`src/rtl/spi_fe_pkg.sv`:
```
package spi_fe_pkg;
  localparam int BYTE_W = 8;
  localparam int CNT_W  = $clog2(BYTE_W);

  typedef enum logic [1:0] {
    PH_OPCODE = 2'd0,
    PH_ADDR   = 2'd1,
    PH_DATA   = 2'd2
  } phase_e;
endpackage

```
`src/rtl/spi_fe_rst_sync.sv`:
```
module spi_fe_rst_sync #(
  parameter int STAGES = 2
) (
  input  logic clk,
  input  logic rst_n,
  output logic rst_n_s
);
  logic [STAGES-1:0] chain_q;

  always_ff @(posedge clk or negedge rst_n) begin
    if (!rst_n) chain_q <= '0;
    else        chain_q <= {chain_q[STAGES-2:0], 1'b1};
  end

  assign rst_n_s = chain_q[STAGES-1];
endmodule

```
`src/rtl/spi_fe_sync.sv`:
```
module spi_fe_sync #(
  parameter int WIDTH  = 4,
  parameter int STAGES = 2
) (
  input  logic             clk,
  input  logic             rst_n,
  input  logic [WIDTH-1:0] d,
  output logic [WIDTH-1:0] q
);
  for (genvar g = 0; g < WIDTH; g++) begin : g_bit
    logic [STAGES-1:0] ff_q;
    always_ff @(posedge clk or negedge rst_n) begin
      if (!rst_n) ff_q <= '0;
      else        ff_q <= {ff_q[STAGES-2:0], d[g]};
    end
    assign q[g] = ff_q[STAGES-1];
  end
endmodule

```
`src/rtl/spi_fe_hold.sv`:
```
module spi_fe_hold (
  input  logic clk,
  input  logic rst_n,
  input  logic enable,
  input  logic sclk_s,
  input  logic hold_s,
  output logic paused
);
  logic hold_q;
  logic paused_q, paused_d;
  logic hold_fall, hold_rise;

  always_comb begin
    hold_fall = hold_q & ~hold_s;
    hold_rise = ~hold_q & hold_s;
    paused_d  = paused_q;
    if (!enable)                                  paused_d = 1'b0;
    else if (!paused_q && hold_fall && sclk_s)    paused_d = 1'b1;
    else if (paused_q && hold_rise && sclk_s)     paused_d = 1'b0;
  end

  always_ff @(posedge clk or negedge rst_n) begin
    if (!rst_n) begin
      hold_q   <= 1'b0;
      paused_q <= 1'b0;
    end else begin
      hold_q   <= hold_s;
      paused_q <= paused_d;
    end
  end

  assign paused = paused_q;
endmodule

```
`src/rtl/spi_fe_shift.sv`:
```
module spi_fe_shift
  import spi_fe_pkg::*;
(
  input  logic              clk,
  input  logic              rst_n,
  input  logic              clear,
  input  logic              fall,
  input  logic              rise,
  input  logic              si,
  input  logic              tx_en,
  input  logic              load,
  input  logic [BYTE_W-1:0] load_data,
  output logic [BYTE_W-1:0] rx_byte,
  output logic              byte_done,
  output logic [CNT_W-1:0]  bit_cnt,
  output logic              so
);
  localparam logic [CNT_W-1:0] LAST = CNT_W'(BYTE_W - 1);

  logic [BYTE_W-1:0] rx_q, rx_d;
  logic [BYTE_W-1:0] tx_q, tx_d;
  logic [BYTE_W-1:0] pend_q, pend_d;
  logic [CNT_W-1:0]  cnt_q, cnt_d;

  always_comb begin
    rx_d   = rx_q;
    tx_d   = tx_q;
    pend_d = pend_q;
    cnt_d  = cnt_q;
    if (load) pend_d = load_data;
    if (clear) begin
      rx_d  = '0;
      tx_d  = '0;
      cnt_d = '0;
    end else begin
      if (fall) begin
        rx_d  = {rx_q[BYTE_W-2:0], si};
        cnt_d = (cnt_q == LAST) ? '0 : cnt_q + 1'b1;
      end
      if (rise && tx_en) begin
        // A new byte starts at the first rising edge of each byte slot.
        tx_d = (cnt_q == '0) ? pend_q : {tx_q[BYTE_W-2:0], 1'b0};
      end
    end
  end

  always_ff @(posedge clk or negedge rst_n) begin
    if (!rst_n) begin
      rx_q   <= '0;
      tx_q   <= '0;
      pend_q <= '0;
      cnt_q  <= '0;
    end else begin
      rx_q   <= rx_d;
      tx_q   <= tx_d;
      pend_q <= pend_d;
      cnt_q  <= cnt_d;
    end
  end

  assign rx_byte   = {rx_q[BYTE_W-2:0], si};
  assign byte_done = fall & ~clear & (cnt_q == LAST);
  assign bit_cnt   = cnt_q;
  assign so        = tx_q[BYTE_W-1];
endmodule

```
`src/rtl/spi_mem_frontend.sv`:
```
module spi_mem_frontend
  import spi_fe_pkg::*;
#(
  parameter int ADDR_BYTES  = 2,
  parameter int SYNC_STAGES = 2,
  localparam int ADDR_W     = BYTE_W * ADDR_BYTES
) (
  input  logic              clk,
  input  logic              rst_n,
  input  logic              cs_n,
  input  logic              sclk,
  input  logic              si,
  input  logic              hold_n,
  output logic              so,
  output logic              so_oe,
  output logic              op_valid,
  output logic [BYTE_W-1:0] op_code,
  output logic              addr_valid,
  output logic [ADDR_W-1:0] addr,
  output logic              wr_valid,
  output logic [BYTE_W-1:0] wr_data,
  output logic              rd_req,
  input  logic              rd_load,
  input  logic [BYTE_W-1:0] rd_data
);
  localparam int AC_W = $clog2(ADDR_BYTES + 1);
  localparam logic [AC_W-1:0] ADDR_LAST = AC_W'(ADDR_BYTES - 1);

  logic rst_n_s;
  logic cs_s, sclk_s, si_s, hold_s;
  logic cs_q, sclk_q;
  logic armed_q, armed_d;
  logic sel, paused, go;
  logic sclk_fall, sclk_rise;
  logic [BYTE_W-1:0] rx_byte;
  logic byte_done;
  logic [CNT_W-1:0] bit_cnt;

  phase_e            phase_q, phase_d;
  logic [AC_W-1:0]   acnt_q, acnt_d;
  logic [ADDR_W-1:0] addr_q, addr_d;
  logic [BYTE_W-1:0] op_q, op_d, wd_q, wd_d;
  logic              opv_q, opv_d, adv_q, adv_d, wrv_q, wrv_d, rq_q, rq_d;
  logic              oe_q, oe_d;

  spi_fe_rst_sync #(.STAGES(SYNC_STAGES)) i_rst_sync (
    .clk(clk), .rst_n(rst_n), .rst_n_s(rst_n_s)
  );

  spi_fe_sync #(.WIDTH(4), .STAGES(SYNC_STAGES)) i_pin_sync (
    .clk(clk), .rst_n(rst_n_s),
    .d({cs_n, sclk, si, hold_n}),
    .q({cs_s, sclk_s, si_s, hold_s})
  );

  spi_fe_hold i_hold (
    .clk(clk), .rst_n(rst_n_s), .enable(sel),
    .sclk_s(sclk_s), .hold_s(hold_s), .paused(paused)
  );

  spi_fe_shift i_shift (
    .clk(clk), .rst_n(rst_n_s), .clear(~sel),
    .fall(sclk_fall), .rise(sclk_rise), .si(si_s),
    .tx_en(phase_q == PH_DATA),
    .load(rd_load), .load_data(rd_data),
    .rx_byte(rx_byte), .byte_done(byte_done),
    .bit_cnt(bit_cnt), .so(so)
  );

  // Edge qualification: selection needs a prior high-to-low on chip select.
  always_comb begin
    armed_d   = armed_q | (cs_q & ~cs_s);
    sel       = armed_q & ~cs_s;
    go        = sel & ~paused;
    sclk_fall = go & sclk_q & ~sclk_s;
    sclk_rise = go & ~sclk_q & sclk_s;
  end

  // Byte sequencing: instruction, address bytes, then data bytes.
  always_comb begin
    phase_d = phase_q;
    acnt_d  = acnt_q;
    addr_d  = addr_q;
    op_d    = op_q;
    wd_d    = wd_q;
    opv_d   = 1'b0;
    adv_d   = 1'b0;
    wrv_d   = 1'b0;
    rq_d    = 1'b0;
    if (!sel) begin
      phase_d = PH_OPCODE;
      acnt_d  = '0;
    end else if (byte_done) begin
      unique case (phase_q)
        PH_OPCODE: begin
          op_d    = rx_byte;
          opv_d   = 1'b1;
          phase_d = PH_ADDR;
        end
        PH_ADDR: begin
          addr_d = (addr_q << BYTE_W) | ADDR_W'(rx_byte);
          acnt_d = acnt_q + 1'b1;
          if (acnt_q == ADDR_LAST) begin
            adv_d   = 1'b1;
            rq_d    = 1'b1;
            phase_d = PH_DATA;
          end
        end
        default: begin
          wd_d  = rx_byte;
          wrv_d = 1'b1;
          rq_d  = 1'b1;
        end
      endcase
    end
    oe_d = sel & ~paused & (phase_q == PH_DATA);
  end

  always_ff @(posedge clk or negedge rst_n_s) begin
    if (!rst_n_s) begin
      cs_q    <= 1'b0;
      sclk_q  <= 1'b0;
      armed_q <= 1'b0;
      phase_q <= PH_OPCODE;
      acnt_q  <= '0;
      addr_q  <= '0;
      op_q    <= '0;
      wd_q    <= '0;
      opv_q   <= 1'b0;
      adv_q   <= 1'b0;
      wrv_q   <= 1'b0;
      rq_q    <= 1'b0;
      oe_q    <= 1'b0;
    end else begin
      cs_q    <= cs_s;
      sclk_q  <= sclk_s;
      armed_q <= armed_d;
      phase_q <= phase_d;
      acnt_q  <= acnt_d;
      addr_q  <= addr_d;
      op_q    <= op_d;
      wd_q    <= wd_d;
      opv_q   <= opv_d;
      adv_q   <= adv_d;
      wrv_q   <= wrv_d;
      rq_q    <= rq_d;
      oe_q    <= oe_d;
    end
  end

  assign so_oe      = oe_q;
  assign op_valid   = opv_q;
  assign op_code    = op_q;
  assign addr_valid = adv_q;
  assign addr       = addr_q;
  assign wr_valid   = wrv_q;
  assign wr_data    = wd_q;
  assign rd_req     = rq_q;
endmodule

```
`config.mk`:
```
export PLATFORM = sky130hd
export DESIGN_NAME = spi_mem_frontend
export DESIGN_NICKNAME = d
export VERILOG_FILES = /design/src/rtl/spi_fe_pkg.sv /design/src/rtl/spi_fe_rst_sync.sv /design/src/rtl/spi_fe_sync.sv /design/src/rtl/spi_fe_hold.sv /design/src/rtl/spi_fe_shift.sv /design/src/rtl/spi_mem_frontend.sv
export SDC_FILE = /design/constraint.sdc
export NUM_CORES = 1
export LEC_CHECK = 0
export BUFFER_PORTS_ARGS = -buffer_cell sky130_fd_sc_hd__buf_2
export CAP_MARGIN = 20
export CORE_MARGIN = 4
export CORE_UTILIZATION = 50
export DETAILED_ROUTE_END_ITERATION = 10
export GPL_TIMING_DRIVEN = 0
export HOLD_SLACK_MARGIN = 0.08
export PLACE_DENSITY = 0.75
export SLEW_MARGIN = 20
export SYNTH_ARGS = -nofsm -noshare
export SYNTH_HDL_FRONTEND = slang
export SYNTH_SLANG_ARGS = --single-unit
```
`constraint.sdc`:
```
create_clock -name clk -period 2.4 [get_ports clk]
set_clock_uncertainty 0.05 [all_clocks]
set_input_delay 0.48 -clock clk [delete_from_list [all_inputs] [get_ports clk]]
set_output_delay 0.48 -clock clk [all_outputs]
set_load 0.005 [all_outputs]
```
; ---- Word-level counts from Yosys, hierarchy flattened
; Index checks and enable logic that the tools add are counted.
[classes]
n_addsub = 2
eq_ne = 11
n_mux = 31
bitwise_logic = 21
n_reduce_logical = 14
[ops]
columns = cell, n
row1 = 2-to-1 mux 8 bit, 3
row2 = bitwise OR 16 x 8 -> 16 bit, 1
row3 = 2-to-1 mux 1 bit, 15
row4 = 2-to-1 mux 7 bit, 2
row5 = bitwise AND 1 bit, 12
row6 = 2-to-1 mux 2 bit, 6
row7 = AND reduction 3 bit, 4
row8 = 2-to-1 mux 3 bit, 3
row9 = inequality test 3 bit (second input constant), 3
row10 = inverter 1 bit, 7
row11 = logical AND 1 bit, 5
row12 = equality test 2 x 1 -> 1 bit (second input constant), 2
row13 = inequality test 2 x 1 -> 1 bit (second input constant), 2
row14 = inequality test 2 bit (second input constant), 2
row15 = one-hot mux 2 bit (2 select lines), 1
row16 = adder 3 x 1 -> 3 bit (second input constant), 1
row17 = equality test 3 bit (second input constant), 1
row18 = logical NOT 3 bit, 1
row19 = adder 2 x 1 -> 2 bit (second input constant), 1
row20 = equality test 2 bit (second input constant), 1
row21 = logical NOT 2 bit, 1
row22 = one-hot mux 1 bit (2 select lines), 1
row23 = AND reduction 2 bit, 1
row24 = OR reduction 2 bit, 1
row25 = 2 further kinds, 2
[word_totals]
register_bits = 82
out_inout_bits = 38
elab_cells = 103

; ---- Logic depth before layout (Yosys ltp)
; Gate-level depths: netlist (run 1).
[logic_depth]
depth_word = 9
depth_mapped = 6

; ---- By module
; A second synthesis (run 1) with hierarchy kept.
[unflattened]
cells_unflattened = 222
area_unflattened_um2 = 3241.9
[modules_own_cells]
columns = module, instances, cells_per_inst, area_each_um2, seq_area_each_um2
row1 = spi_mem_frontend, 1, 107, 1725.4, 1101.1
row2 = spi_fe_shift, 1, 94, 1152.4, 650.6
row3 = spi_fe_sync, 1, 12, 230.2, 200.2
row4 = spi_fe_hold, 1, 6, 80.1, 50.0
row5 = spi_fe_rst_sync, 1, 3, 53.8, 50.0

; ---- Worst setup path after synthesis (run 1)
; OpenSTA, ideal clock, no wires.
[synth_timing]
path_kind = register to register
from = register i_shift.cnt_q[0] (netlist: i_shift.bit_cnt[0])
to = register op_q[0] (netlist: op_code[0])
arrival_ps = 1688
t_required_ps = 2225
setup_slack_ps = 537
stages_incl_launch_ff = 6
n_path_buf = 0
cell_sequence = dfrtp_1 > ha_1 > ha_1 > nor2b_1 > nand4_1 > mux2_2
[synth_between]
elab_chain_len = 3
[synth_rtl]
columns = element, line_no
row1 = start: declaration, spi_fe_shift.sv:23  ; logic [CNT_W-1:0] cnt_q, cnt_d;
row2 = start signal: assignment, spi_fe_shift.sv:57  ; cnt_q <= cnt_d;
row3 = equality test 3 bit, spi_fe_shift.sv:62  ; assign byte_done = fall & ~clear & (cnt_q == LAST);
row4 = bitwise AND 1 bit, spi_fe_shift.sv:62
row5 = AND reduction 3 bit (no line), n/a
row6 = end signal: assignment, spi_mem_frontend.sv:141  ; op_q <= op_d;
row7 = end: declaration, spi_mem_frontend.sv:42  ; logic [BYTE_W-1:0] op_q, op_d, wd_q, wd_d;
; Every way passes these cells.
; A chain may end at the register's enable or synchronous reset.

; ---- Final worst setup path (run 1)
[layout_timing]
from = register i_shift.cnt_q[0] (netlist: i_shift.bit_cnt[0])
to = register addr_q[13] (netlist: addr[13])
[layout_between]
elab_chain_len = 3
[layout_rtl]
columns = element, line_no
row1 = equality test 3 bit, spi_fe_shift.sv:62
row2 = bitwise AND 1 bit, spi_fe_shift.sv:62
row3 = AND reduction 3 bit (no line), n/a
row4 = end signal: assignment, spi_mem_frontend.sv:140  ; addr_q <= addr_d;
row5 = end: declaration, spi_mem_frontend.sv:41  ; logic [ADDR_W-1:0] addr_q, addr_d;
; Every way passes these cells.

==> results of run 1 <==
per-stage QoR:
step / setup slack, ps / cells / hold slack (ps) / area (sq um)
final: 208 / 375 / 182 / 3780
after global routing: 107 / 375 / 159 / 3780
after CTS: 40.9 / 374 / 161 / 3770
after detailed placement: 51.8 / 357 / 216 / 3570
after global placement: 81.1 / 356 / 214 / 3540
after floorplan: 537 / 230 / 134 / 3190
worst paths after layout:
path	from	to	slack, ps	cells past startpoint
max	i_shift.bit_cnt[0]	addr[13]	210	6
min	si	i_pin_sync.g_bit[1].ff_q[0]	180	1
max reg2reg	i_shift.bit_cnt[0]	addr[13]	210	6
min reg2reg	i_rst_sync.chain_q[1]	wr_data[1]	220	0
max in group asynchronous	i_rst_sync.chain_q[1]	i_shift.tx_q[6]	1500	1
min in group asynchronous	i_rst_sync.chain_q[1]	wr_data[1]	220	0
sequential cells by signal (all words and copies together) (netlist names), 3 cells and up:
signal,cells
addr,16
i_pin_sync.g_bit.ff_q,8
i_shift.pend_q,8
i_shift.tx_q,8
op_code,8
wr_data,8
i_shift.rx_q,7
i_shift.bit_cnt,3
what timing repair did:
action                                 4_1_cts  5_1_grt
endpoints found under the hold margin        2        0
hold buffers                                 1        0
buffers inserted                             0        1
setup endpoints to repair                    0        8
power by group through the flow:
stage	Sequential, uW	Clock (uW)	Combinational [uW]
after floorplan	1470	0	66.6
after global placement	1480	0	86.9
after detailed placement	1470	0	112
after CTS	1440	1010	113
after global routing	1450	1080	125
final	1440	977	110
area by class of cell:
type                    instances  area [sq um]
flip-flops and latches         82          2060
plain buffers                   9          41.3
repair buffers                 54           300
inverters                       8          30.0
clock buffers                  11           141
well taps                      75          93.8
fillers                       482          2280
multi-input cells             131          1060
clock inverters                 5          55.1
cells in the final DEF, fill, tap and decap left out, types with 2 or more instances in the layout:
master,count
a31oi_1,2
o31ai_1,3
nand4_1,2
clkbuf_8,10
o21ai_0,5
mux2_2,40
inv_1,8
nand2b_1,2
clkbuf_1,9
nor2_1,6
buf_2,51
or3_1,2
dfrtp_1,81
nand2_1,17
clkinvlp_4,2
nor2b_1,4
mux2i_1,15
nand3b_1,2
clkinv_2,2
ha_1,4
a21oi_1,5
nand3_1,10
worst max-delay path: stages, from the launching register on:
cell	delay, ps
dfrtp_1	390
ha_1	160
ha_1	280
nand3b_1	220
nor3_4	410
buf_6	230
mux2_2	340
routing by layer:
layer | up-vias | share of wire | global-route usage
met2 | 42 | 0.50 | 0.268
met1 | 996 | 0.44 | 0.214
met5 | - | 0 | 0
met4 | 0 | 0.017 | 0.0837
met3 | 8 | 0.049 | 0.0517
li1 | 926 | - | -
logic make-up (layout without fill, tap and decap cells):
kind of cell | count (synthesis) | count (layout) | share of synthesized area
fa+ha+maj | 4 | 4 | 0.0157
flops | 82 | 82 | 0.644
simple gates | 52 | 52 | 0.0918
mux | 55 | 55 | 0.188
buf+inv | 17 | 87 | 0.0224
other cells | 1 | 1 | 0.00118
compound gates | 19 | 19 | 0.0369
==> metrics.md, run 1 <==
| Metric | Value |
|---|---|
| Status | finished, final reports clean |
| Clock Latency Late Sink | 350 ps |
| Unrepaired setup endpoints after global routing | false |
| Initial antenna violation count | 0 |
| Synth top area cells | dfrtp_1 (64%), mux2_2 (14%), mux2i_1 (4.7%), nand2_1 (2.0%), ha_1 (1.6%) |
| Vias/cell | 5.26 |
| Vias | 1972 |
| Sequential area share after synthesis | 0.644 |
| Avg Cell Area, Syn | 13.9 sq um |
| YS warnings | 0 |
| Final net count | 314 |
| Slew HR | 0.512 |
| Clock share of power | 0.387 |
| Clock tree buffer depth | 2 |
| Net Count, Synth | 249 |
| WL per Instance | 15.0 um |
| WL final | 5.63 mm |
| Pwr dens | 668 nW/um^2 |
| TritonCTS Sinks | 82 |
| Die area | 7720 sq um |
| Max Fclk | 0.456 GHz |
| Peak fanout along the critical path | 10 |
| Setup CP Type | reg2reg |
| Root buf cell | clkbuf_8 |
| Ports | 53 |
| Dominant synthesized flop cell | dfrtp_1 |
| Leading area contributor after synthesis | dfrtp_1 |
| Finished Core Util | 0.624 |
| Worst-Margin Slew | 726 ps |
| Hold Vio Cnt, Final | 0 |
| Switch share | 0.222 |
| Initial core utilization | 0.526 |
| #FFs+latches synth | 82 |
| Largest net degree at the start of global routing | 49 |
| DP HPWL | 3.93 mm |
| Antenna cells | 0 |
| Final min period | 2190 ps |
| Final Max Tran Viols | 0 |
| Critical Path Sink Type | flip-flop |
| Buffers on Ports | 51 |
| Setup violators final | 0 |
| Clk slew on worst S/H paths | 80 ps |
| CTS H-tree depth | 3 |
| Sw Pwr | 561 uW |
| Sequential share of power | 0.570 |
| Number of global-route vias before repair | 2048 |
| Overall Power | 2530 uW |
| GRT Util Overall | 0.170 |
| Post-synth EDFFs | 0 |
| Cells after Synth | 230 |
| Core box area | 6060 sq um |
| Cell area after synthesis | 3190 sq um |
| Top cell type's share of synthesized area | 0.644 |
| Peak supply drop | 0.000368 V |
| Post-Route Setup TNS | 0 ps |
| DRT Pass-1 Iters | 4 |
| Asr flop ratio synth | 1.00 |
| Critical Path Start Type | flip-flop |
| Final Cycle Share | 0.913 |
| # resized after CTS | 0 |
| Combinational power share | 0.044 |
| Area Overhead vs Synth | 18.6% |
| Rows | 28 |
| Total grt overflow | 0 |
| Global-route wire length before repair | 9.83 mm |
| Share of post-route cells with drive strength above 1 | 0.380 |
| Drt initial violations | 74 |
| CTS Buf Count | 9 |
| Chip width | 87.9 um |
| Height of the die | 87.9 um |
| Worst path required time | 2580 ps |
| Post-synth cell types | 31 |
| Residual DRC | 0 |
| MaxCap Viol Count | 0 |
| GPL Wtd Cong | 0.800 |
| Internal | 1960 uW |
| CP arrival | 2370 ps |
| Hold Path Class | in2reg |
| Commonest cells post-synth | dfrtp_1 (82), mux2_2 (40), nand2_1 (17) |
| Top-count cell post-synth | dfrtp_1 |
| TritonCTS clock tree | done |
| Static leakage | 0.00194 uW |
| Routed Antenna Nets | 0 |
Power figures use the tool's default switching activity.
==> run 2: changes to the inputs <==
Settings changed: RECOVER_POWER set to 100.
==> run 2 against run 1 <==
Net effect:
- via count is 0.76% lower
- die area stayed put
- hold slack worse by 1.4 ps
- count of clock-buffer cells in the layout stayed put
- register-to-register slack hardly changed
- global-route usage stayed put
- final cell count stayed put
- wire length is 0.16% lower
- critical path type unchanged
- critical endpoint unchanged
- largest power group unchanged
==> metrics.md, run 2 (synthesis results as in run 1) <==
| Metric | Value |
|---|---|
| Area Overhead vs Synth | 17.5% |
| Drt initial violations | 87 |
| Largest net degree at the start of global routing | 49 |
| Max Fclk | 0.455 GHz |
| Hold Vio Cnt, Final | 0 |
| Final min period | 2200 ps |
| DP HPWL | 3.93 mm |
| Final net count | 314 |
| Worst-Margin Slew | 1340 ps |
| Share of post-route cells with drive strength above 1 | 0.317 |
| Worst path required time | 2580 ps |
| RR Startpoint | i_shift.bit_cnt[0] |
| Setup CP Type | reg2reg |
| Buffers on Ports | 51 |
| Number of global-route vias before repair | 2048 |
| MaxCap Viol Count | 0 |
| Pwr dens | 674 nW/um^2 |
| Commonest cells after routing, fill and taps aside | dfrtp_1 (82), mux2_2 (40), buf_2 (34) |
| WL final | 5.62 mm |
| Unrepaired setup endpoints after global routing | false |
| Total grt overflow | 0 |
| Hold depth | 1 |
| Critical Path Start Type | flip-flop |
| Finished Core Util | 0.618 |
| Max reg flops | 16 |
| TritonCTS Sinks | 82 |
| Ports | 53 |
| GRT Util Overall | 0.170 |
| Initial antenna violation count | 0 |
| Peak supply drop | 0.000369 V |
| Static leakage | 0.00187 uW |
| Root buf cell | clkbuf_8 |
| Global-route wire length before repair | 9.83 mm |
| Rows | 28 |
| Setup violators final | 0 |
| Antenna cells | 0 |
| GPL Wtd Cong | 0.800 |
| Routed Antenna Nets | 0 |
| Commonest non-fill, non-tap cell in the layout | dfrtp_1 |
| DRT Pass-1 Iters | 4 |
| Residual DRC | 0 |
| Hold Path Class | in2reg |
| TritonCTS clock tree | done |
| Final Max Tran Viols | 0 |
| Vias/cell | 5.22 |
| Clock Latency Late Sink | 350 ps |
| Vias | 1957 |
| Peak fanout along the critical path | 10 |
| Clock tree buffer depth | 2 |
| WL per Instance | 15.0 um |
| CTS H-tree depth | 3 |
| Post-Route Setup TNS | 0 ps |
| Critical Path Sink Type | flip-flop |
| Crit. Startpoint | i_shift.bit_cnt[0] |
| Hold Path Origin | si |
| CP arrival | 2380 ps |
| Initial core utilization | 0.526 |
| Chip width | 87.9 um |
| Core box area | 6060 sq um |
| Clk slew on worst S/H paths | 80 ps |
| Status | finished, final reports clean |
| Final Cycle Share | 0.916 |
| Height of the die | 87.9 um |
| Slew HR | 0.105 |
| R2R depth | 6 |
| CTS Buf Count | 9 |
| Die area | 7720 sq um |
==> run 2: changes by cell type in the layout (fill, tap and decap cells not counted), sizes merged <==
| cell | previous run | this run |
|---|---|---|
| buf | 54 | 37 |
| clkbuf | 19 | 36 |
==> run 2: routing by layer <==
| layer | wire [um] | vias up | global-route usage |
|---|---|---|---|
| li1 | - | 927 | - |
| met1 | 2410 | 980 | 0.214 |
| met4 | 109 | 0 | 0.0837 |
| met5 | 0 | - | 0 |
| met2 | 2830 | 42 | 0.268 |
| met3 | 269 | 8 | 0.0517 |
==> run 2: report_power, final <==
part	switching (uW)	total [uW]	internal [uW]
logic	60.5	109	48.0
clock network	472	977	506
registers	28.5	1440	1410
==> run 2: path summary, 6_finish.rpt <==
| kind | to | slack (ps) |
|---|---|---|
| min in group asynchronous | i_rst_sync.chain_q[0] | 380 |
| worst max-delay path | addr[13] | 200 |
| max in group asynchronous | i_shift.tx_q[6] | 930 |
| worst min register to register | i_pin_sync.g_bit[2].ff_q[1] | 300 |
| worst max register to register | addr[13] | 200 |
| worst min-delay path | i_pin_sync.g_bit[1].ff_q[0] | 180 |
==> run 2: through the flow <==
stage | std cells | area (sq um) | setup slack [ps] | power [uW] | hold WS (ps)
after floorplan | 230 | 3190 | 537 | 1540 | 134
after global placement | 356 | 3540 | 81.1 | 1570 | 214
after detailed placement | 357 | 3570 | 51.8 | 1580 | 216
after CTS | 374 | 3770 | 40.9 | 2560 | 161
after global routing | 375 | 3750 | 108 | 2650 | 159
final | 375 | 3750 | 201 | 2520 | 180
==> run 2: worst max-delay path, cell delays in order, from the launching register on <==
cell and delay [ps]:
dfrtp_1 390, ha_1 160, ha_1 280, nand3b_1 220, nor3_4 410, buf_6 230
mux2_2 340
==> run 2: final cells by class <==
cell class	count	area, sq um
Buffer	9	41.3
Clock buffer	11	141
Clock inverter	5	55.1
Fill cell	495	2310
Inverter	8	30.0
Multi-Input combinational cell	131	1050
Sequential cell	82	2050
Tap cell	75	93.8
Timing Repair Buffer	54	279
==> run 2: repair_timing <==
item | in CTS | in global routing
setup buffers | 0 | 1
endpoints found under the hold margin | 2 | 0
setup endpoints to repair | 0 | 8
resized for setup | 0 | 0
hold buffers | 1 | 0
==> run 3: changes to the inputs <==
Settings changed: CELL_PAD_IN_SITES_DETAIL_PLACEMENT set to 1, CELL_PAD_IN_SITES_GLOBAL_PLACEMENT set to 1, CORE_UTILIZATION 50 to 41, PLACE_DENSITY 0.75 to unset, PLACE_DENSITY_LB_ADDON set to 0.1.
==> run 3 against run 2 <==
Net effect:
- sequential cell count stayed put
- cell area is 0.30% lower
- setup slack better by 0.68 ps
- first-iteration DRC count is 24% lower
- register-to-register slack hardly changed
- non-clock buffer count is 1 higher
- utilization is 11 points lower
- hold slack worse by 1.7 ps
- via count is 2.5% higher
==> metrics.md, run 3 (synthesis results as in run 1) <==
| Metric | Value |
|---|---|
| Status | finished, final reports clean |
| Total grt overflow | 0 |
| Share of post-route cells with drive strength above 1 | 0.316 |
| Unrepaired setup endpoints after global routing | false |
| Pwr dens | 649 nW/um^2 |
| Drt initial violations | 66 |
| Final Max Tran Viols | 0 |
| Final Cycle Share | 0.916 |
| Chip width | 96.2 um |
| GRT Util Overall | 0.153 |
| Buffers on Ports | 51 |
| CP arrival | 2390 ps |
| Largest net degree at the start of global routing | 53 |
| Max reg flops | 16 |
| # resized after CTS | 0 |
| Commonest non-fill, non-tap cell in the layout | dfrtp_1 |
| WL per Instance | 15.6 um |
| Height of the die | 96.2 um |
| Most used cell, CP | ha_1 |
| WL final | 6.25 mm |
| Initial antenna violation count | 0 |
| TritonCTS Sinks | 82 |
| TritonCTS clock tree | done |
| DP HPWL | 4.38 mm |
| Vias/cell | 5.02 |
| Vias | 2006 |
| Number of global-route vias before repair | 2197 |
| Post-Route Setup TNS | 0 ps |
| Final min period | 2200 ps |
| Core box area | 7410 sq um |
| Clk slew on worst S/H paths | 90 ps |
| CP max stage cell | dfrtp_1 |
| Die area | 9250 sq um |
| Antenna cells | 0 |
| Critical path buffers and inverters | 1 |
| Setup violators final | 0 |
| Clock tree buffer depth | 2 |
| Residual DRC | 0 |
| Root buf cell | clkbuf_8 |
| Initial core utilization | 0.430 |
| Setup CP Type | reg2reg |
| CP cell instances | ha_1, ha_1, nor2b_1, nand4_1, clkbuf_1, mux2_2 |
| Critical Path Sink Type | flip-flop |
| Peak supply drop | 0.000374 V |
| MaxCap Viol Count | 0 |
| Final net count | 315 |
| Area Overhead vs Synth | 17.2% |
| Fillers | 789 |
| Slew HR | 0.136 |
| Hold Vio Cnt, Final | 0 |
| Critical path's largest stage delay | 410 ps |
| Static leakage | 0.00185 uW |
| Commonest cells after routing, fill and taps aside | dfrtp_1 (82), mux2_2 (40), buf_2 (36) |
| Critical Path Start Type | flip-flop |
| DRT Pass-1 Iters | 4 |
| Clock Latency Late Sink | 350 ps |
| Overall Power | 2430 uW |
| Global-route wire length before repair | 10.7 mm |
| Routed Antenna Nets | 0 |
| CTS Buf Count | 9 |
| GPL Wtd Cong | 0.733 |
| Delay-heaviest family, CP | adder cells |
| Ports | 53 |
| Max Fclk | 0.455 GHz |
| Worst-Margin Slew | 1290 ps |
| Peak fanout along the critical path | 7 |
| CTS H-tree depth | 3 |
| Rows | 31 |
| Hold_ws | 178 ps |
| Worst path required time | 2590 ps |
| Hold Path Class | in2reg |
## run 3: final timing paths
check / from / endpoint / slack (ps) / depth (start not counted)
min in group asynchronous: rst_n / i_rst_sync.chain_q[1] / 390 / 2
hold / removal: cs_n / i_pin_sync.g_bit[3].ff_q[0] / 180 / 1
max in group asynchronous: i_rst_sync.chain_q[1] / addr[15] / 500 / 1
setup reg to reg: i_shift.bit_cnt[0] / op_code[5] / 200 / 6
hold reg to reg: i_pin_sync.g_bit[0].ff_q[0] / i_pin_sync.g_bit[0].ff_q[1] / 300 / 0
setup / recovery: i_shift.bit_cnt[0] / op_code[5] / 200 / 6
## run 3: routing by layer
metal	wire, um	vias to the layer above	track usage
met1	2830	1019	0.193
met4	77	0	0.0509
li1	-	934	-
met5	0	-	0
met3	375	9	0.0493
met2	2960	44	0.248
## run 3: layout make-up
cell class,instances,area (sq um),area share
flip-flops and latches,82,2050,0.549
multi-input cells,131,1050,0.282
repair buffers,55,262,0.0700
clock buffers,12,145,0.0389
well taps,99,124,0.0332
plain buffers,9,41.3,0.0111
inverters,8,30.0,0.00804
clock inverters,4,27.5,0.00737
## run 3: per-stage QoR
stage          cell area, sq um  worst slack [ps]  utilization  instances
3_3_place_gp               3570             -67.1        0.482        380
5_1_grt                    3730              55.1        0.504        400
4_1_cts                    3800               215        0.512        400
6_report                   3730               202        0.504        400
2_1_floorplan              3190               537            -        230
3_5_place_dp               3600             -52.0        0.486        381
## run 3: what timing repair did
action                                  CTS  global route
hold endpoints to repair                  2             0
endpoints found under the setup margin    8             0
setup buffers                             2             0
hold buffers                              1             0
## run 3: worst reg2reg max path, cell delays in order, from the launching register on
cell,delay [ps]
dfrtp_1,410
ha_1,210
ha_1,260
nor2b_1,220
nand4_1,140
clkbuf_1,400
mux2_2,400
## run 3: report_power, final
group | leakage, uW | switching [uW] | internal (uW) | total, uW
combinational | 0.000683 | 64.2 | 44.5 | 109
sequential | 0.00109 | 26.8 | 1410 | 1440
clock | 0.0000786 | 478 | 403 | 881
total | 0.00185 | 569 | 1860 | 2430
